## src/rtl/dith_pkg.sv

```systemverilog
// Package: shared dimensions and constants of the dithering unit.
// Assumes three colour channels, each narrowed by the same number of bits.
package dith_pkg;
    localparam int CH_IN_W   = 8;
    localparam int CH_OUT_W  = 6;
    localparam int NUM_CH    = 3;
    localparam int LFSR_W    = 16;
    localparam logic [LFSR_W-1:0] LFSR_SEED = 16'hACE1;
    // Feedback mask: bits 15, 13, 12, 10 (polynomial x^16+x^14+x^13+x^11+1)
    localparam logic [LFSR_W-1:0] LFSR_TAPS = 16'hB400;
endpackage

```

## src/rtl/dith_lfsr.sv

```systemverilog
// Module: dith_lfsr
// Fibonacci shift register that supplies the random thresholds.
// It holds its seed until first_px arrives with ctrl_en high, and after that
// it shifts on every clock. ctrl_en low or reset returns it to the seed.
// Assumes SEED is nonzero and TAPS describes a maximal-length polynomial.
module dith_lfsr #(
    parameter int               W    = dith_pkg::LFSR_W,
    parameter logic [W-1:0]     SEED = dith_pkg::LFSR_SEED,
    parameter logic [W-1:0]     TAPS = dith_pkg::LFSR_TAPS
) (
    input  logic         clk,
    input  logic         rst_n,
    input  logic         ctrl_en,
    input  logic         first_px,
    output logic [W-1:0] state,
    output logic         started
);
    logic feedback;
    logic advance;

    // Feedback bit: parity of the tapped state bits
    always_comb feedback = ^(state & TAPS);

    // Shift on the strobe cycle and on every cycle after it
    always_comb advance = ctrl_en & (started | first_px);

    // Register update: reseed when reset or disabled, else shift when running
    always_ff @(posedge clk) begin
        if (!rst_n || !ctrl_en) begin
            state   <= SEED;
            started <= 1'b0;
        end else begin
            if (advance) begin
                state <= {state[W-2:0], feedback};
            end
            if (first_px) begin
                started <= 1'b1;
            end
        end
    end
endmodule

```

## src/rtl/dith_channel.sv

```systemverilog
// Module: dith_channel
// Combinational narrowing of one colour channel. The kept upper bits are
// rounded up when dithering is on and the dropped bits reach the threshold.
// The increment saturates at all-ones. Assumes IN_W > OUT_W.
module dith_channel #(
    parameter int IN_W  = dith_pkg::CH_IN_W,
    parameter int OUT_W = dith_pkg::CH_OUT_W,
    localparam int DROP_W = IN_W - OUT_W
) (
    input  logic [IN_W-1:0]   din,
    input  logic [DROP_W-1:0] thr,
    input  logic              dith_en,
    output logic [OUT_W-1:0]  dout
);
    logic [OUT_W-1:0]  kept;
    logic [DROP_W-1:0] lost;
    logic              bump;

    // Split the channel into its kept and dropped parts
    always_comb begin
        kept = din[IN_W-1:DROP_W];
        lost = din[DROP_W-1:0];
    end

    // Round-up decision, suppressed at the top code
    always_comb bump = dith_en && (lost >= thr) && (kept != {OUT_W{1'b1}});

    // Narrowed result
    always_comb dout = kept + OUT_W'(bump);
endmodule

```

## src/rtl/pix_dither.sv

```systemverilog
// Module: pix_dither (top)
// Narrows {R,G,B} pixels from CH_IN_W to CH_OUT_W bits per channel using
// per-channel random thresholds. Output and valid are registered once.
// Assumes the random register is wide enough for NUM_CH thresholds.
module pix_dither #(
    parameter int IN_W   = dith_pkg::CH_IN_W,
    parameter int OUT_W  = dith_pkg::CH_OUT_W,
    parameter int NCH    = dith_pkg::NUM_CH,
    parameter int RW     = dith_pkg::LFSR_W,
    localparam int DROP_W = IN_W - OUT_W,
    localparam int PIX_IN_W  = IN_W * NCH,
    localparam int PIX_OUT_W = OUT_W * NCH
) (
    input  logic                 clk,
    input  logic                 rst_n,
    input  logic                 ctrl_en,
    input  logic                 dith_en,
    input  logic                 first_px,
    input  logic                 in_valid,
    input  logic [PIX_IN_W-1:0]  in_pix,
    output logic                 out_valid,
    output logic [PIX_OUT_W-1:0] out_pix
);
    logic [RW-1:0]        lfsr_q;
    logic                 lfsr_run;
    logic [PIX_OUT_W-1:0] narrow;

    dith_lfsr #(
        .W    (RW),
        .SEED (dith_pkg::LFSR_SEED),
        .TAPS (dith_pkg::LFSR_TAPS)
    ) u_lfsr (
        .clk      (clk),
        .rst_n    (rst_n),
        .ctrl_en  (ctrl_en),
        .first_px (first_px),
        .state    (lfsr_q),
        .started  (lfsr_run)
    );

    // One narrowing slice per channel; slot 0 is blue, the top slot is red
    for (genvar i = 0; i < NCH; i++) begin : g_ch
        dith_channel #(
            .IN_W  (IN_W),
            .OUT_W (OUT_W)
        ) u_ch (
            .din     (in_pix[i*IN_W +: IN_W]),
            .thr     (lfsr_q[i*DROP_W +: DROP_W]),
            .dith_en (dith_en),
            .dout    (narrow[i*OUT_W +: OUT_W])
        );
    end

    // Output stage: one cycle of latency for pixel and qualifier
    always_ff @(posedge clk) begin
        if (!rst_n) begin
            out_valid <= 1'b0;
            out_pix   <= '0;
        end else begin
            out_valid <= in_valid;
            out_pix   <= narrow;
        end
    end
endmodule

```

## config.mk

```make
export PLATFORM = sky130hd
export DESIGN_NAME = pix_dither
export DESIGN_NICKNAME = d
export VERILOG_FILES = /design/src/rtl/dith_pkg.sv /design/src/rtl/dith_lfsr.sv /design/src/rtl/dith_channel.sv /design/src/rtl/pix_dither.sv
export SDC_FILE = /design/constraint.sdc
export NUM_CORES = 1
export LEC_CHECK = 0
export BUFFER_PORTS_ARGS = -buffer_cell sky130_fd_sc_hd__buf_2
export CORE_MARGIN = 1
export CORE_UTILIZATION = 47
export CTS_BUF_LIST = sky130_fd_sc_hd__clkbuf_8
export CTS_CLUSTER_DIAMETER = 200
export CTS_CLUSTER_SIZE = 30
export DETAILED_ROUTE_END_ITERATION = 8
export GPL_ROUTABILITY_DRIVEN = 0
export GPL_TIMING_DRIVEN = 0
export PLACE_DENSITY = 0.88
export SYNTH_ARGS = -nofsm -noshare
export SYNTH_HDL_FRONTEND = slang
export SYNTH_HIERARCHICAL = 1
export SYNTH_SLANG_ARGS = --single-unit
```

## constraint.sdc

```tcl
create_clock -name clk -period 1.77 [get_ports clk]
set_clock_uncertainty 0.05 [all_clocks]
set_input_delay 0.2655 -clock clk [delete_from_list [all_inputs] [get_ports clk]]
set_output_delay 0.2655 -clock clk [all_outputs]
set_load 0.05 [all_outputs]
```

== Word level (Yosys, flattened, before mapping) ==
Index checks and enable logic that the tools add are counted.

* Bits in registers: 36
* Input bits: 30
* Output and inout bits: 19
* Word-level logic and storage cells: 25

* $add $sub $neg: 3
* Order comparisons: 3
* Equality and inequality tests: 3
* Bitwise operators: 2
* Reductions and logical operators: 10

{| class="wikitable"
|+ Operators by type and width
! kind !! number
|-
| adder 6 x 1 -> 6 bit || 3
|-
| inequality test 6 bit, second input constant || 3
|-
| parity 16 bit || 1
|-
| >= comparator 2 bit || 3
|-
| logical AND 1 bit || 6
|-
| logical NOT 1 bit || 2
|-
| bitwise AND 1 bit || 1
|-
| logical OR 1 bit || 1
|-
| bitwise OR 1 bit || 1
|}

== Logic depth before layout (Yosys ltp) ==
Gate-level depths: netlist (run 1).

* Word-level depth: 4
* Depth in mapped cells: 10
* Gate-level depth less buffers: 10

== Hierarchy ==
Netlist (run 1), hierarchy kept.

{| class="wikitable"
|+ By module, submodules not included
! module !! times used !! cells an instance !! area each (µm²) !! seq. area each (µm²)
|-
| dith_lfsr || 1 || 76 || 624.3 || 340.3
|-
| pix_dither || 1 || 39 || 529.3 || 380.4
|-
| dith_channel || 3 || 20 || 150.1 || 0.0
|}

== Least setup slack after synthesis (run 1) ==
OpenSTA, ideal clock, no wires.

* Path type: flip-flop to flip-flop
* Start point: register u_lfsr.state[0]
* End point: register out_pix[4]
* Library setup time: 0.116 ns
* Arrival: 1.636 ns
* Required time: 1.604 ns
* Setup slack: -0.033 ns
* Stages on the path, launching flop included: 10
* Buffers on the path: 0
* Clock period less this slack: 1.803 ns
* Path through: dfxtp_1 > ha_1 > nand2b_1 > a21oi_1 > nor3b_1 > ha_1 > ha_1 > nand3_1 > xnor2_1 > and2_2

* Cells in the longest elaborated chain, start to end: 4

{| class="wikitable"
|+ Ends and longest elaborated chain
! what !! RTL line !! text
|-
| start, declared || dith_lfsr.sv:15 || <nowiki>output logic [W-1:0] state,</nowiki>
|-
| start signal, assigned || dith_lfsr.sv:34 || <nowiki>state <= {state[W-2:0], feedback};</nowiki>
|-
| >= comparator 2 bit || dith_channel.sv:26 || <nowiki>always_comb bump = dith_en && (lost >= thr) && (kept != {OUT_W{1'b1}});</nowiki>
|-
| logical AND 1 bit (2 in series) || dith_channel.sv:26 ||
|-
| adder 6 x 1 -> 6 bit || dith_channel.sv:29 || <nowiki>always_comb dout = kept + OUT_W'(bump);</nowiki>
|-
| via narrow[4] || pix_dither.sv:26 || <nowiki>logic [PIX_OUT_W-1:0] narrow;</nowiki>
|-
| end signal, assigned || pix_dither.sv:61 || <nowiki>out_pix <= narrow;</nowiki>
|-
| end, declared || pix_dither.sv:22 || <nowiki>output logic [PIX_OUT_W-1:0] out_pix</nowiki>
|}

The timed path passes the listed nets, and every way through them passes these cells.
A chain may end at the register's enable or synchronous reset.

== Worst setup path after layout (run 1) ==
* Start point: register u_lfsr.state[4]
* End point: register out_pix[16]

Same word-level chain as after synthesis.

==> flow_metrics.py, run 1 <==
metrics = {
    "power_and_ir_drop": {
        "worst_ir_drop_vdd_mv": 0.562,
        "pwr_density_cell_nw_per_um2": 809,
        "leakagePower_nw": 1.01,
    },
    "logic_synthesis": {
        "synth_most_common_cell": "dfxtp_1",
        "ys.flop_type": "dfxtp_1",
        "netlist_top_cells_count": "dfxtp_1, nand2_1, nand3_1",
        "synth.distinct_cells": 20,
        "ys_ff_latch": 36,
        "yosysSeqAreaShare_pct": 44.9,
        "syn-num-nets": 217,
        "syn_area_um2": 1600,
        "yosys_warnings": 6,
        "synth-edff-count": 0,
        "yosys.area.top_type": "dfxtp_1",
        "synthTopCellsByArea": "dfxtp_1, ha_1, nand2_1",
        "synth_top_area_share_pct": 44.9,
        "async_reset_ff_share_pct": 0,
        "avgSynthCellArea_um2": 9.17,
        "synth_cells": 175,
    },
    "sta": {
        "setup_tns_ns": -0.381,
        "final.setup.worst_slack_ns": -0.0925,
        "clock.fmax_mhz": 537,
        "fin_crit_ns": 1.86,
        "rsz0062_at_grt": "true",
        "relSlewSlack_pct": 77.6,
        "finalCritPeriodShare_pct": 105,
        "hold_violations": 0,
        "drv_slew": 0,
        "finalHoldWorstSlack_ns": 0.153,
        "worst_pin_slew_ns": 0.335,
        "setup_viol": 7,
    },
    "clock_tree": {
        "clock_latency_ns": 0.28,
        "cts-htree-levels": 2,
        "holdBufCountCts": 0,
        "cts.sink_count": 36,
        "clockRootBuffer": "clkbuf_8",
        "cts-buffers-inserted": 5,
        "clk_pin_slew_worst_paths_ns": 0.07,
        "cts_max_path_buffers": 2,
        "cts_tree": "built",
    },
    "finish": {
        "nets": 277,
        "fin_area_um2": 2250,
        "drive_gt1_share_pct": 50.2,
        "area_growth_pct": 40.3,
        "diodes": 0,
        "fill_cells": 244,
    },
    "die": {
        "coreArea_um2": 3150,
        "initial_core_util_pct": 50.9,
        "die_h_um": 60.4,
        "die_area_um2": 3650,
        "die_x_um": 60.4,
        "row_count": 20,
        "io_pins": 49,
    },
    "global_routing": {
        "grt_pass1_vias": 1343,
        "grt.total_usage_pct": 23.9,
        "antenna_found_initial": 0,
        "grt_pass1_wl_mm": 6.07,
        "grt_max_degree": 13,
        "gr-total-overflow": 0,
    },
    "setup_path": {
        "path_max_fanout": 3,
        "cp_num_cells": 9,
        "path_cells": "ha_4 -> nand2b_4 -> a21oi_4 -> nor3b_2 -> ha_2 -> ha_4 -> nand3_2 -> xnor2_2 -> and2_4",
        "path_buf_inv": 0,
        "arrival_ns": 2.00,
        "critPathLaunchType": "register",
        "slowest_stage": "dfxtp_4",
        "required_ns": 1.90,
        "ff2ff_path_depth": 9,
        "endpoint_kind": "register",
        "crit_type": "reg2reg",
        "cp_top_family": "adder cells",
        "path_common_cell": "ha_4",
        "cpPeakStageDelay_ns": 0.36,
    },
    "status": {
        "violations": "setup timing",
        "status": "complete, but fails checks",
    },
    "drt": {
        "ant_nets": 0,
        "wl_per_cell_um": 13.7,
        "drc": 0,
        "finalWirelength_mm": 3.81,
        "drt_first_pass_iters": 4,
        "drtIter0Drc": 58,
        "viasPerCell": 4.94,
        "vias": 1377,
    },
    "hold_path": {
        "whs_path_depth": 2,
        "hp-class": "in2reg",
    },
    "place": {
        "port_buffers": 48,
        "place_area_um2": 1950,
        "pre_cts_slack_ns": -0.201,
        "dp_hpwl_mm": 2.34,
    },
    "run": {
        "maxCapViolCount": 0,
    },
}
cell families after synthesis:
kind of cell    synth area share (%)
compound gates                  3.74
flops                           44.9
buf+inv                         4.21
xor+xnor                        8.19
simple gates                    29.6
fa+ha+maj                       9.36
final timing paths:
kind,start,to,slack (ns)
worst max-delay path,u_lfsr/state[4],out_pix[16],-0.09
worst min register to register,u_lfsr/state[8],u_lfsr/state[8],0.40
worst max register to register,u_lfsr/state[4],out_pix[16],-0.09
worst min-delay path,in_valid,out_valid,0.15
per-layer routing:
layer / share of wire (%) / track usage, %
met4: 2.8 / 12.3
met2: 54 / 44.0
met1: 39 / 24.9
met3: 4.1 / 6.40
met5: 0 / 0
sequential cells by signal, indices dropped and copies added, names as in the netlist:
signal          cells
out_pix            18
u_lfsr/state       16
out_valid           1
u_lfsr/started      1
what timing repair did:
| action | in CTS | in global routing |
|---|---|---|
| pin swaps | 21 | 14 |
| buffers inserted | 5 | 0 |
| setup endpoints to repair | 12 | 13 |
| gates resized for setup | 27 | 8 |
per-stage QoR:
stage	total power, mW	utilization (%)	cells
floorplan	1.14	-	175
global placement	1.23	61.9	267
detailed placement	1.25	61.9	267
CTS	1.82	70.1	279
global route	1.92	71.4	279
finish	1.82	71.4	279
power by group:
group	total [mW]	switching, mW	leakage [nW]	internal (mW)
clock	0.531	0.270	0.0452	0.261
sequential	0.873	0.0183	0.299	0.855
combinational	0.417	0.253	0.665	0.164
cell type report:
cell class                      count  area (µm²)  share of cell area, %
Buffer                              5        45.0                   2.00
Clock buffer                        5        68.8                   3.06
Clock inverter                      2        8.76                  0.389
Inverter                            6        22.5                   1.00
Multi-Input combinational cell    128        1030                   45.9
Sequential cell                    36         733                   32.6
Tap cell                           44        55.1                   2.45
Timing Repair Buffer               53         285                   12.7
cell usage in the layout, fill, tap and decap left out, drive strengths merged:
cell    netlist  routed
nor3b         3       3
dfxtp        36      36
nand2b        3       3
xor2          6       6
or2           1       1
a21oi        12      12
nand3        19      19
inv           6       7
nor2          8       8
buf           4      57
clkbuf        1       6
nor3          1       1
xnor2         9       9
clkinv        0       1
and2         20      20
ha           12      12
nand2        34      34
Note: power is estimated with default switching activity, not from simulation.
==> run 2: changes to the inputs <==
--- a/config.mk
+++ b/config.mk
@@ -7,14 +7,14 @@
 export LEC_CHECK = 0
 export BUFFER_PORTS_ARGS = -buffer_cell sky130_fd_sc_hd__buf_2
 export CORE_MARGIN = 1
-export CORE_UTILIZATION = 47
+export CORE_UTILIZATION = 52
 export CTS_BUF_LIST = sky130_fd_sc_hd__clkbuf_8
 export CTS_CLUSTER_DIAMETER = 200
 export CTS_CLUSTER_SIZE = 30
 export DETAILED_ROUTE_END_ITERATION = 8
 export GPL_ROUTABILITY_DRIVEN = 0
 export GPL_TIMING_DRIVEN = 0
-export PLACE_DENSITY = 0.88
+export PLACE_DENSITY = 0.92
 export SYNTH_ARGS = -nofsm -noshare
 export SYNTH_HDL_FRONTEND = slang
 export SYNTH_HIERARCHICAL = 1
==> constraint.sdc (replaced) <==
create_clock -name clk -period 2.3 [get_ports clk]
set_clock_uncertainty 0.05 [all_clocks]
set_input_delay 0.345 -clock clk [delete_from_list [all_inputs] [get_ports clk]]
set_output_delay 0.345 -clock clk [all_outputs]
set_load 0.05 [all_outputs]
==> run 2 against run 1 <==
The run ends with DRC left. Count of clock-buffer cells in the layout is 2 higher. Final cell count decreased by 6.5%. Utilization decreased by 1.4 points. Global-route usage is 1.8 points lower. Critical path type unchanged. Critical endpoint is now out_pix[10].
==> flow_metrics.py, run 2 (same netlist as run 1, synthesis figures left out) <==
metrics = {
    "finish": {
        "layout_commonest_cell": "buf_2",
        "drive_gt1_share_pct": 35.2,
        "largest-register": "out_pix",
        "reg.largest.list": "out_pix (18), u_lfsr/state (16)",
        "mostFrequentLayoutCells": "buf_2, dfxtp_1, nand2_1",
        "area_growth_pct": 23.4,
        "fin_cells": 261,
        "largest_register_ffs": 18,
        "fin_area_um2": 1980,
        "nets": 272,
        "diodes": 0,
    },
    "clock_tree": {
        "clock_latency_ns": 0.29,
        "clk_pin_slew_worst_paths_ns": 0.06,
        "cts_setup_buffers": 0,
        "cts-buffers-inserted": 5,
        "clockRootBuffer": "clkbuf_8",
        "cts.sink_count": 36,
        "cts-htree-levels": 2,
        "cts_max_path_buffers": 2,
        "holdBufCountCts": 0,
        "cts-resized-gates": 0,
        "cts_tree": "built",
    },
    "die": {
        "die_x_um": 57.5,
        "die_h_um": 57.5,
        "row_count": 19,
        "coreArea_um2": 2830,
        "die_area_um2": 3310,
        "initial_core_util_pct": 56.7,
        "io_pins": 49,
    },
    "drt": {
        "drtIter0Drc": 47,
        "wl_per_cell_um": 12.4,
        "viasPerCell": 5.05,
        "ant_nets": 0,
        "finalWirelength_mm": 3.23,
        "drc": 6,
        "vias": 1319,
        "drt_first_pass_iters": 6,
    },
    "sta": {
        "finalHoldWorstSlack_ns": 0.226,
        "clock.fmax_mhz": 494,
        "worst_pin_slew_ns": 0.320,
        "fin_crit_ns": 2.02,
        "relSlewSlack_pct": 78.6,
        "final.setup.worst_slack_ns": 0.277,
        "setup_viol": 0,
        "rsz0062_at_grt": "false",
        "setup_tns_ns": 0,
        "finalCritPeriodShare_pct": 87.9,
        "drv_slew": 0,
        "hold_violations": 0,
    },
    "setup_path": {
        "crit_type": "reg2reg",
        "endpoint_kind": "register",
        "slowest_stage": "dfxtp_1",
        "required_ns": 2.43,
        "r2r-end": "out_pix[10]",
        "path_common_cell": "ha_1",
        "cp-startpoint": "u_lfsr/state[2]",
        "cpPeakStageDelay_ns": 0.34,
        "critPathLaunchType": "register",
        "critPathCapture": "out_pix[10]",
        "path_max_fanout": 3,
        "arrival_ns": 2.15,
        "ff2ff_path_depth": 9,
        "r2r_setup_slack_ns": 0.28,
        "rr_startpoint": "u_lfsr/state[2]",
        "path_cells": "ha_1 -> nand2b_1 -> a21oi_1 -> nor3b_1 -> ha_1 -> ha_1 -> nand3_1 -> xnor2_1 -> and2_2",
    },
    "hold_path": {
        "hp-class": "in2reg",
        "whs_path_depth": 2,
    },
    "power_and_ir_drop": {
        "pwr_density_cell_nw_per_um2": 716,
        "leakagePower_nw": 0.940,
        "worst_ir_drop_vdd_mv": 0.401,
    },
    "place": {
        "dp_hpwl_mm": 2.30,
        "dpl.cell_count": 254,
        "pre_cts_slack_ns": 0.187,
        "place_area_um2": 1880,
        "port_buffers": 48,
    },
    "status": {
        "status": "complete, but fails checks",
        "violations": "DRC",
    },
    "global_routing": {
        "grt.total_usage_pct": 22.1,
        "grt_pass1_vias": 1246,
        "gr-total-overflow": 0,
        "grt_max_degree": 13,
        "grt_pass1_wl_mm": 5.39,
        "antenna_found_initial": 0,
    },
    "run": {
        "maxCapViolCount": 0,
    },
}
[run 2: cell count changes in the layout (fill, tap and decap cells not counted), moves of 4 or more]
cell	before	now
and2_4	4	0
ha_1	1	12
dfxtp_2	4	0
and2_2	11	15
ha_4	8	0
dfxtp_1	30	36
[run 2: worst min path at each step]
stage,start,to,slack (ns)
6_report,in_valid,out_valid,0.23
5_1_grt,in_valid,out_valid,0.23
4_1_cts,in_valid,out_valid,0.22
3_5_place_dp,u_lfsr/state[8],u_lfsr/state[8],0.40
3_3_place_gp,u_lfsr/state[9],u_lfsr/state[9],0.39
2_1_floorplan,u_lfsr/state[8],u_lfsr/state[8],0.38
[run 2: worst max-delay path, delay by kind of cell, from the launching register on]
family                   cells  cell delay (ns)
AO/OA/AOI/OAI                1             0.07
XOR/XNOR                     1             0.12
adder cells (fa/ha/maj)      3             0.72
flip-flops                   1             0.34
AND/OR/NAND/NOR              4             0.62
[run 2: stage by stage]
step	util [%]	total power, mW
3_3_place_gp	66.6	0.944
4_1_cts	70.0	1.43
2_1_floorplan	-	0.870
5_1_grt	70.0	1.48
6_report	70.0	1.42
3_5_place_dp	66.6	0.952
[run 2: power by group]
part | switching, mW | internal, mW
Clock | 0.210 | 0.266
Sequential | 0.0140 | 0.660
Combinational | 0.172 | 0.0956
[run 2: per-layer routing]
layer | part of all wire, % | vias to the layer above | GRT usage (%)
li1 | - | 672 | -
met3 | 6.5 | 11 | 4.76
met1 | 40 | 589 | 24.7
met2 | 50 | 47 | 38.2
met5 | 0 | - | 0
met4 | 3.1 | 0 | 13.6
[run 2: layout make-up]
class	instances	area [µm²]
Inverter	6	22.5
Timing Repair Buffer	48	240
Buffer	5	45.0
Tap cell	31	38.8
Sequential cell	36	721
Clock buffer	7	96.3
Fill cell	203	850
Multi-Input combinational cell	128	816
